<file path="src/rtl/tmr_pkg.sv">
package tmr_pkg;
    localparam int unsigned CNT_W_DEF   = 8;
    localparam int unsigned RATIO_W_DEF = 3;
    localparam int unsigned PHASE_W_DEF = 2;
    localparam int unsigned SYNC_N_DEF  = 2;

    typedef enum logic {
        SRC_TIMER = 1'b0,
        SRC_PIN   = 1'b1
    } tick_src_e;
endpackage

</file>
<file path="src/rtl/tmr_tick_src.sv">
module tmr_tick_src #(
    parameter int unsigned PHASE_W = tmr_pkg::PHASE_W_DEF,
    parameter int unsigned SYNC_N  = tmr_pkg::SYNC_N_DEF
) (
    input  logic clk,
    input  logic rst_n,
    input  logic pin_i,
    input  logic mode_ext_i,
    input  logic edge_fall_i,
    output logic tick_o
);
    localparam int unsigned SH_W = SYNC_N + 1;

    typedef struct packed {
        logic [SH_W-1:0]    shift;
        logic [PHASE_W-1:0] phase;
    } state_t;

    state_t st_d, st_q;
    logic   cur_lvl, prev_lvl, rise, fall, pin_tick;
    tmr_pkg::tick_src_e src;

    always_comb begin
        st_d       = st_q;
        st_d.shift = {st_q.shift[SH_W-2:0], pin_i};
        st_d.phase = st_q.phase + PHASE_W'(1);
    end

    always_ff @(posedge clk or negedge rst_n) begin
        if (!rst_n) st_q <= '0;
        else        st_q <= st_d;
    end

    assign cur_lvl  = st_q.shift[SYNC_N-1];
    assign prev_lvl = st_q.shift[SYNC_N];
    assign rise     = cur_lvl & ~prev_lvl;
    assign fall     = ~cur_lvl & prev_lvl;
    assign pin_tick = edge_fall_i ? fall : rise;
    assign src      = tmr_pkg::tick_src_e'(mode_ext_i);
    assign tick_o   = (src == tmr_pkg::SRC_PIN) ? pin_tick : (st_q.phase == '1);
endmodule

</file>
<file path="src/rtl/tmr_prescale.sv">
module tmr_prescale #(
    parameter int unsigned RATIO_W = tmr_pkg::RATIO_W_DEF
) (
    input  logic               clk,
    input  logic               rst_n,
    input  logic               tick_i,
    input  logic               bypass_i,
    input  logic [RATIO_W-1:0] ratio_i,
    input  logic               clr_i,
    output logic               tick_o
);
    localparam int unsigned PSC_W = 1 << RATIO_W;

    typedef struct packed {
        logic [PSC_W-1:0] cnt;
    } state_t;

    state_t           st_d, st_q;
    logic [PSC_W-1:0] limit;
    logic             at_limit;

    assign limit    = (PSC_W'(2) << ratio_i) - PSC_W'(1);
    assign at_limit = (st_q.cnt == limit);

    always_comb begin
        st_d = st_q;
        if (clr_i)
            st_d.cnt = '0;
        else if (tick_i && !bypass_i)
            st_d.cnt = at_limit ? '0 : st_q.cnt + PSC_W'(1);
    end

    always_ff @(posedge clk or negedge rst_n) begin
        if (!rst_n) st_q <= '0;
        else        st_q <= st_d;
    end

    assign tick_o = bypass_i ? tick_i : (tick_i & at_limit);
endmodule

</file>
<file path="src/rtl/tmr_count_reg.sv">
module tmr_count_reg #(
    parameter int unsigned CNT_W = tmr_pkg::CNT_W_DEF
) (
    input  logic             clk,
    input  logic             rst_n,
    input  logic             inc_i,
    input  logic             wr_i,
    input  logic [CNT_W-1:0] wr_data_i,
    output logic [CNT_W-1:0] count_o,
    output logic             ovf_o
);
    typedef struct packed {
        logic [CNT_W-1:0] count;
        logic             ovf;
    } state_t;

    state_t st_d, st_q;

    always_comb begin
        st_d     = st_q;
        st_d.ovf = 1'b0;
        if (wr_i) begin
            st_d.count = wr_data_i;
        end else if (inc_i) begin
            st_d.count = st_q.count + CNT_W'(1);
            st_d.ovf   = (st_q.count == '1);
        end
    end

    always_ff @(posedge clk or negedge rst_n) begin
        if (!rst_n) st_q <= '0;
        else        st_q <= st_d;
    end

    assign count_o = st_q.count;
    assign ovf_o   = st_q.ovf;
endmodule

</file>
<file path="src/rtl/tick_counter8.sv">
module tick_counter8 #(
    parameter int unsigned CNT_W   = tmr_pkg::CNT_W_DEF,
    parameter int unsigned RATIO_W = tmr_pkg::RATIO_W_DEF,
    parameter int unsigned PHASE_W = tmr_pkg::PHASE_W_DEF,
    parameter int unsigned SYNC_N  = tmr_pkg::SYNC_N_DEF
) (
    input  logic               clk,
    input  logic               rst_n,
    input  logic               ext_pin_i,
    input  logic               mode_ext_i,
    input  logic               edge_fall_i,
    input  logic               psc_bypass_i,
    input  logic [RATIO_W-1:0] psc_ratio_i,
    input  logic               wr_en_i,
    input  logic [CNT_W-1:0]   wr_data_i,
    output logic [CNT_W-1:0]   count_o,
    output logic               ovf_o
);
    logic raw_tick;
    logic cnt_tick;

    tmr_tick_src #(.PHASE_W(PHASE_W), .SYNC_N(SYNC_N)) u_src (
        .clk         (clk),
        .rst_n       (rst_n),
        .pin_i       (ext_pin_i),
        .mode_ext_i  (mode_ext_i),
        .edge_fall_i (edge_fall_i),
        .tick_o      (raw_tick)
    );

    tmr_prescale #(.RATIO_W(RATIO_W)) u_psc (
        .clk      (clk),
        .rst_n    (rst_n),
        .tick_i   (raw_tick),
        .bypass_i (psc_bypass_i),
        .ratio_i  (psc_ratio_i),
        .clr_i    (wr_en_i),
        .tick_o   (cnt_tick)
    );

    tmr_count_reg #(.CNT_W(CNT_W)) u_cnt (
        .clk       (clk),
        .rst_n     (rst_n),
        .inc_i     (cnt_tick),
        .wr_i      (wr_en_i),
        .wr_data_i (wr_data_i),
        .count_o   (count_o),
        .ovf_o     (ovf_o)
    );
endmodule

</file>
<file path="config.mk">
export PLATFORM = sky130hd
export DESIGN_NAME = tick_counter8
export DESIGN_NICKNAME = d
export VERILOG_FILES = /design/src/rtl/tmr_pkg.sv /design/src/rtl/tmr_tick_src.sv /design/src/rtl/tmr_prescale.sv /design/src/rtl/tmr_count_reg.sv /design/src/rtl/tick_counter8.sv
export SDC_FILE = /design/constraint.sdc
export NUM_CORES = 1
export LEC_CHECK = 0
export BUFFER_PORTS_ARGS = -buffer_cell sky130_fd_sc_hd__clkbuf_2
export CAP_MARGIN = 5
export CORE_ASPECT_RATIO = 1.75
export CORE_MARGIN = 2
export CORE_UTILIZATION = 38
export DETAILED_ROUTE_END_ITERATION = 10
export PLACE_DENSITY = 0.64
export SLEW_MARGIN = 10
export SYNTH_ARGS = -nofsm -noshare
export SYNTH_HDL_FRONTEND = slang
export SYNTH_HIERARCHICAL = 1
export SYNTH_SLANG_ARGS = --single-unit
</file>
<file path="constraint.sdc">
create_clock -name clk -period 2.9 [get_ports clk]
set_input_delay 0.29 -clock clk [delete_from_list [all_inputs] [get_ports clk]]
set_output_delay 0.29 -clock clk [all_outputs]
set_load 0.02 [all_outputs]
</file>
==> impl_metrics.ini <==
[status]
run_status = complete, no violations

[timing]
tightest_slew_ns = 0.566
min_period_over_period = 0.893
final_max_slew_viol_count = 0
fin_skew_ns = 0.00318
hold_viol_final = 0
period_minus_slack_ns = 2.59
setup_violations = 0
fin_tns_setup_ns = 0
slew_headroom = 0.622
fmax_mhz = 386
layout_setup_ws_ns = 0.309
rsz0062_at_grt = false

[clock_network]
hold_buffers = 0
cts_tree = done
clock-sinks = 22
cts_root_buf = clkbuf_8
cts_buffer_depth = 2
cts_made_buffers = 3
clk_pin_slew_ns = 0.08
clk_latency_ns = 0.26
cts_max_level = 1
ctsResizeCount = 0
cts_setup_buffers = 0

[final_layout]
drive_gt1_frac = 0.216
nNetsFinal = 190
antenna_cells = 0
layout_common_cells = clkbuf_2, dfrtp_1, nand2_1
mostFrequentLayoutCell = clkbuf_2
fin_util = 0.459
syn_to_final_growth_pct = 17.4

[global_routing]
antenna_found_initial = 0
grt_usage = 0.145
grt_overflow = 0
grt_pass1_wl_microns = 4520
grt_max_degree = 23
grt_pass1_vias = 1089

[yosys]
synthCells = 141
syn_nets = 163
synth_cell_types = 38
synth.ff_latch_count = 22
avgSynthCellArea_sq_um = 9.34
seq_area_frac_synth = 0.418
netlist_area_sq_um = 1320
ys_warn_count = 6

[setup_path]
critPathSlowestCell = or4_1
end_kind = register
start_kind = primary input
path_class = primary input to register
crit_fanout = 8
worstPathCellList = clkbuf_2, or3_1, ha_1, xor2_1, a211oi_1, o21bai_1, nor3_1, o21a_1, nand4_2, or4_1, nand3_1
worstPathArrival_ns = 2.79
max_stage_delay_ns = 0.43
worst_ep_required_time_ns = 3.09

[die]
initial_core_util = 0.391
die_x_microns = 48.5
die-area_sq_um = 3970
die_y_microns = 81.9
pin_count = 27
row_count = 28
coreArea_sq_um = 3360

[detailed_routing]
post_drt_wl_per_cell_microns = 12.4
viasPerCell = 5.05
drt-initial-drc-count = 16
first_pass_iters = 4
postRouteWirelength_microns = 2630
drc = 0
ant_nets = 0
vias = 1070

[place]
dpl.hpwl_microns = 2060
port_buffers = 26
place_congestion = 0.829
dp_worst_setup_slack_ns = 0.0386

[power]
clockPowerShare = 0.318
p_leak_nw = 0.715
p_per_area_nw_per_um2 = 433
seq_power_share = 0.509
comb_power_share = 0.173
irDropWorstVdd_v = 0.000261
p_int_mw = 0.490
p_sw_mw = 0.179
swShare = 0.268

[job]
cap_violations = 0

[worst_hold_path]
min_path_type = primary input to async pin
==> sequential cells by signal (all words and copies together), names as in the netlist <==
name	cells
u_cnt/count_o	8
u_psc/st_q	8
u_src/st_q	2
u_src/st_d	1
u_src/cur_lvl	1
u_cnt/ovf_o	1
u_src/prev_lvl	1
==> path summary, 6_finish.rpt <==
check                           slack, ns  cells past startpoint               end           start
worst min register to register       0.36                      0     u_src/cur_lvl   u_src/st_d[3]
min in group clk                     0.14                      1     u_src/st_d[3]       ext_pin_i
worst max register to register       0.52                      8  u_cnt/count_o[5]   u_psc/st_q[6]
worst max-delay path                 0.31                     11  u_cnt/count_o[5]  psc_ratio_i[2]
max in group asynchronous            2.53                      1     u_psc/st_q[5]           rst_n
worst min-delay path                0.004                      1  u_cnt/count_o[3]           rst_n
==> kinds of logic (layout without fill, tap and decap cells) <==
group	Yosys count	count (layout)	synth area share
AO/OA/AOI/OAI	21	21	0.117
XOR/XNOR	15	15	0.0998
adder cells (fa/ha/maj)	4	4	0.0380
buffers and inverters	13	39	0.0466
flip-flops	22	22	0.418
multiplexers	2	2	0.0152
AND/OR/NAND/NOR	64	64	0.265
==> critical path: cells and delay by family <==
family / cells / cell delay, ns
xor gates and xnor gates: 1 / 0.19
adders and majority gates: 1 / 0.31
and+or+nand+nor: 5 / 1.28
AOI/OAI and AO/OA: 3 / 0.63
buffers and inverters: 1 / 0.09
==> synth_stat cells, drive strengths merged <==
| cell type | n | area (sq um) |
|---|---|---|
| dfrtp | 22 | 551 |
| nand2 | 16 | 60.1 |
| o21ai | 11 | 55.1 |
| xor2 | 10 | 87.6 |
| nand3 | 9 | 45.0 |
| nor2 | 9 | 33.8 |
| buf | 6 | 35.0 |
| inv | 5 | 18.8 |
| nand4 | 5 | 37.5 |
| nor2b | 5 | 31.3 |
| xnor2 | 5 | 43.8 |
| ha | 4 | 50.1 |
| and3 | 3 | 18.8 |
| nand2b | 3 | 18.8 |
| nor4 | 3 | 18.8 |
| or4 | 3 | 22.5 |
| clkbuf | 2 | 7.51 |
| mux2i | 2 | 20.0 |
| nand3b | 2 | 15.0 |
| a211oi | 1 | 7.51 |
| a221oi | 1 | 8.76 |
| a311oi | 1 | 8.76 |
| a31oi | 1 | 6.26 |
| and2 | 1 | 6.26 |
| nand4bb | 1 | 11.3 |
| nor3 | 1 | 5.00 |
| o2111ai | 1 | 8.76 |
| o211ai | 1 | 7.51 |
| o21a | 1 | 7.51 |
| o21bai | 1 | 7.51 |
| o31a | 1 | 8.76 |
| o41ai | 1 | 27.5 |
| or3 | 1 | 6.26 |
| or3b | 1 | 8.76 |
| or4b | 1 | 10.0 |
==> power groups by stage <==
stage	Clock, mW	Combinational (mW)	Sequential, mW
finish	0.213	0.116	0.341
global route	0.233	0.129	0.344
CTS	0.225	0.117	0.341
detailed placement	0	0.116	0.347
global placement	0	0.113	0.346
floorplan	0	0.0605	0.357
==> layer usage <==
metal | track usage | up-vias | routed length (microns)
met1 | 0.141 | 494 | 1070
met4 | 0.0714 | 0 | 36
met5 | 0 | - | 0
met3 | 0.0164 | 4 | 86
li1 | - | 547 | -
met2 | 0.297 | 25 | 1440
==> final cells by class <==
type                    count  area [sq um]
flip-flops and latches     22           551
inverters                   5          18.8
well taps                  45          56.3
repair buffers             30           160
multi-input cells         106           704
fillers                   362          1820
clock buffers               4          55.1
==> per-stage QoR <==
stage               area (sq um)  power (mW)  cells  hold WS (ns)
floorplan                   1320       0.417    141      -0.00559
global route                1550       0.706    212        0.0502
global placement            1490       0.459    208         0.299
detailed placement          1490       0.464    208         0.302
finish                      1550       0.669    212       0.00427
CTS                         1550       0.683    212        0.0136
Note: power is estimated with default switching activity, not from simulation.
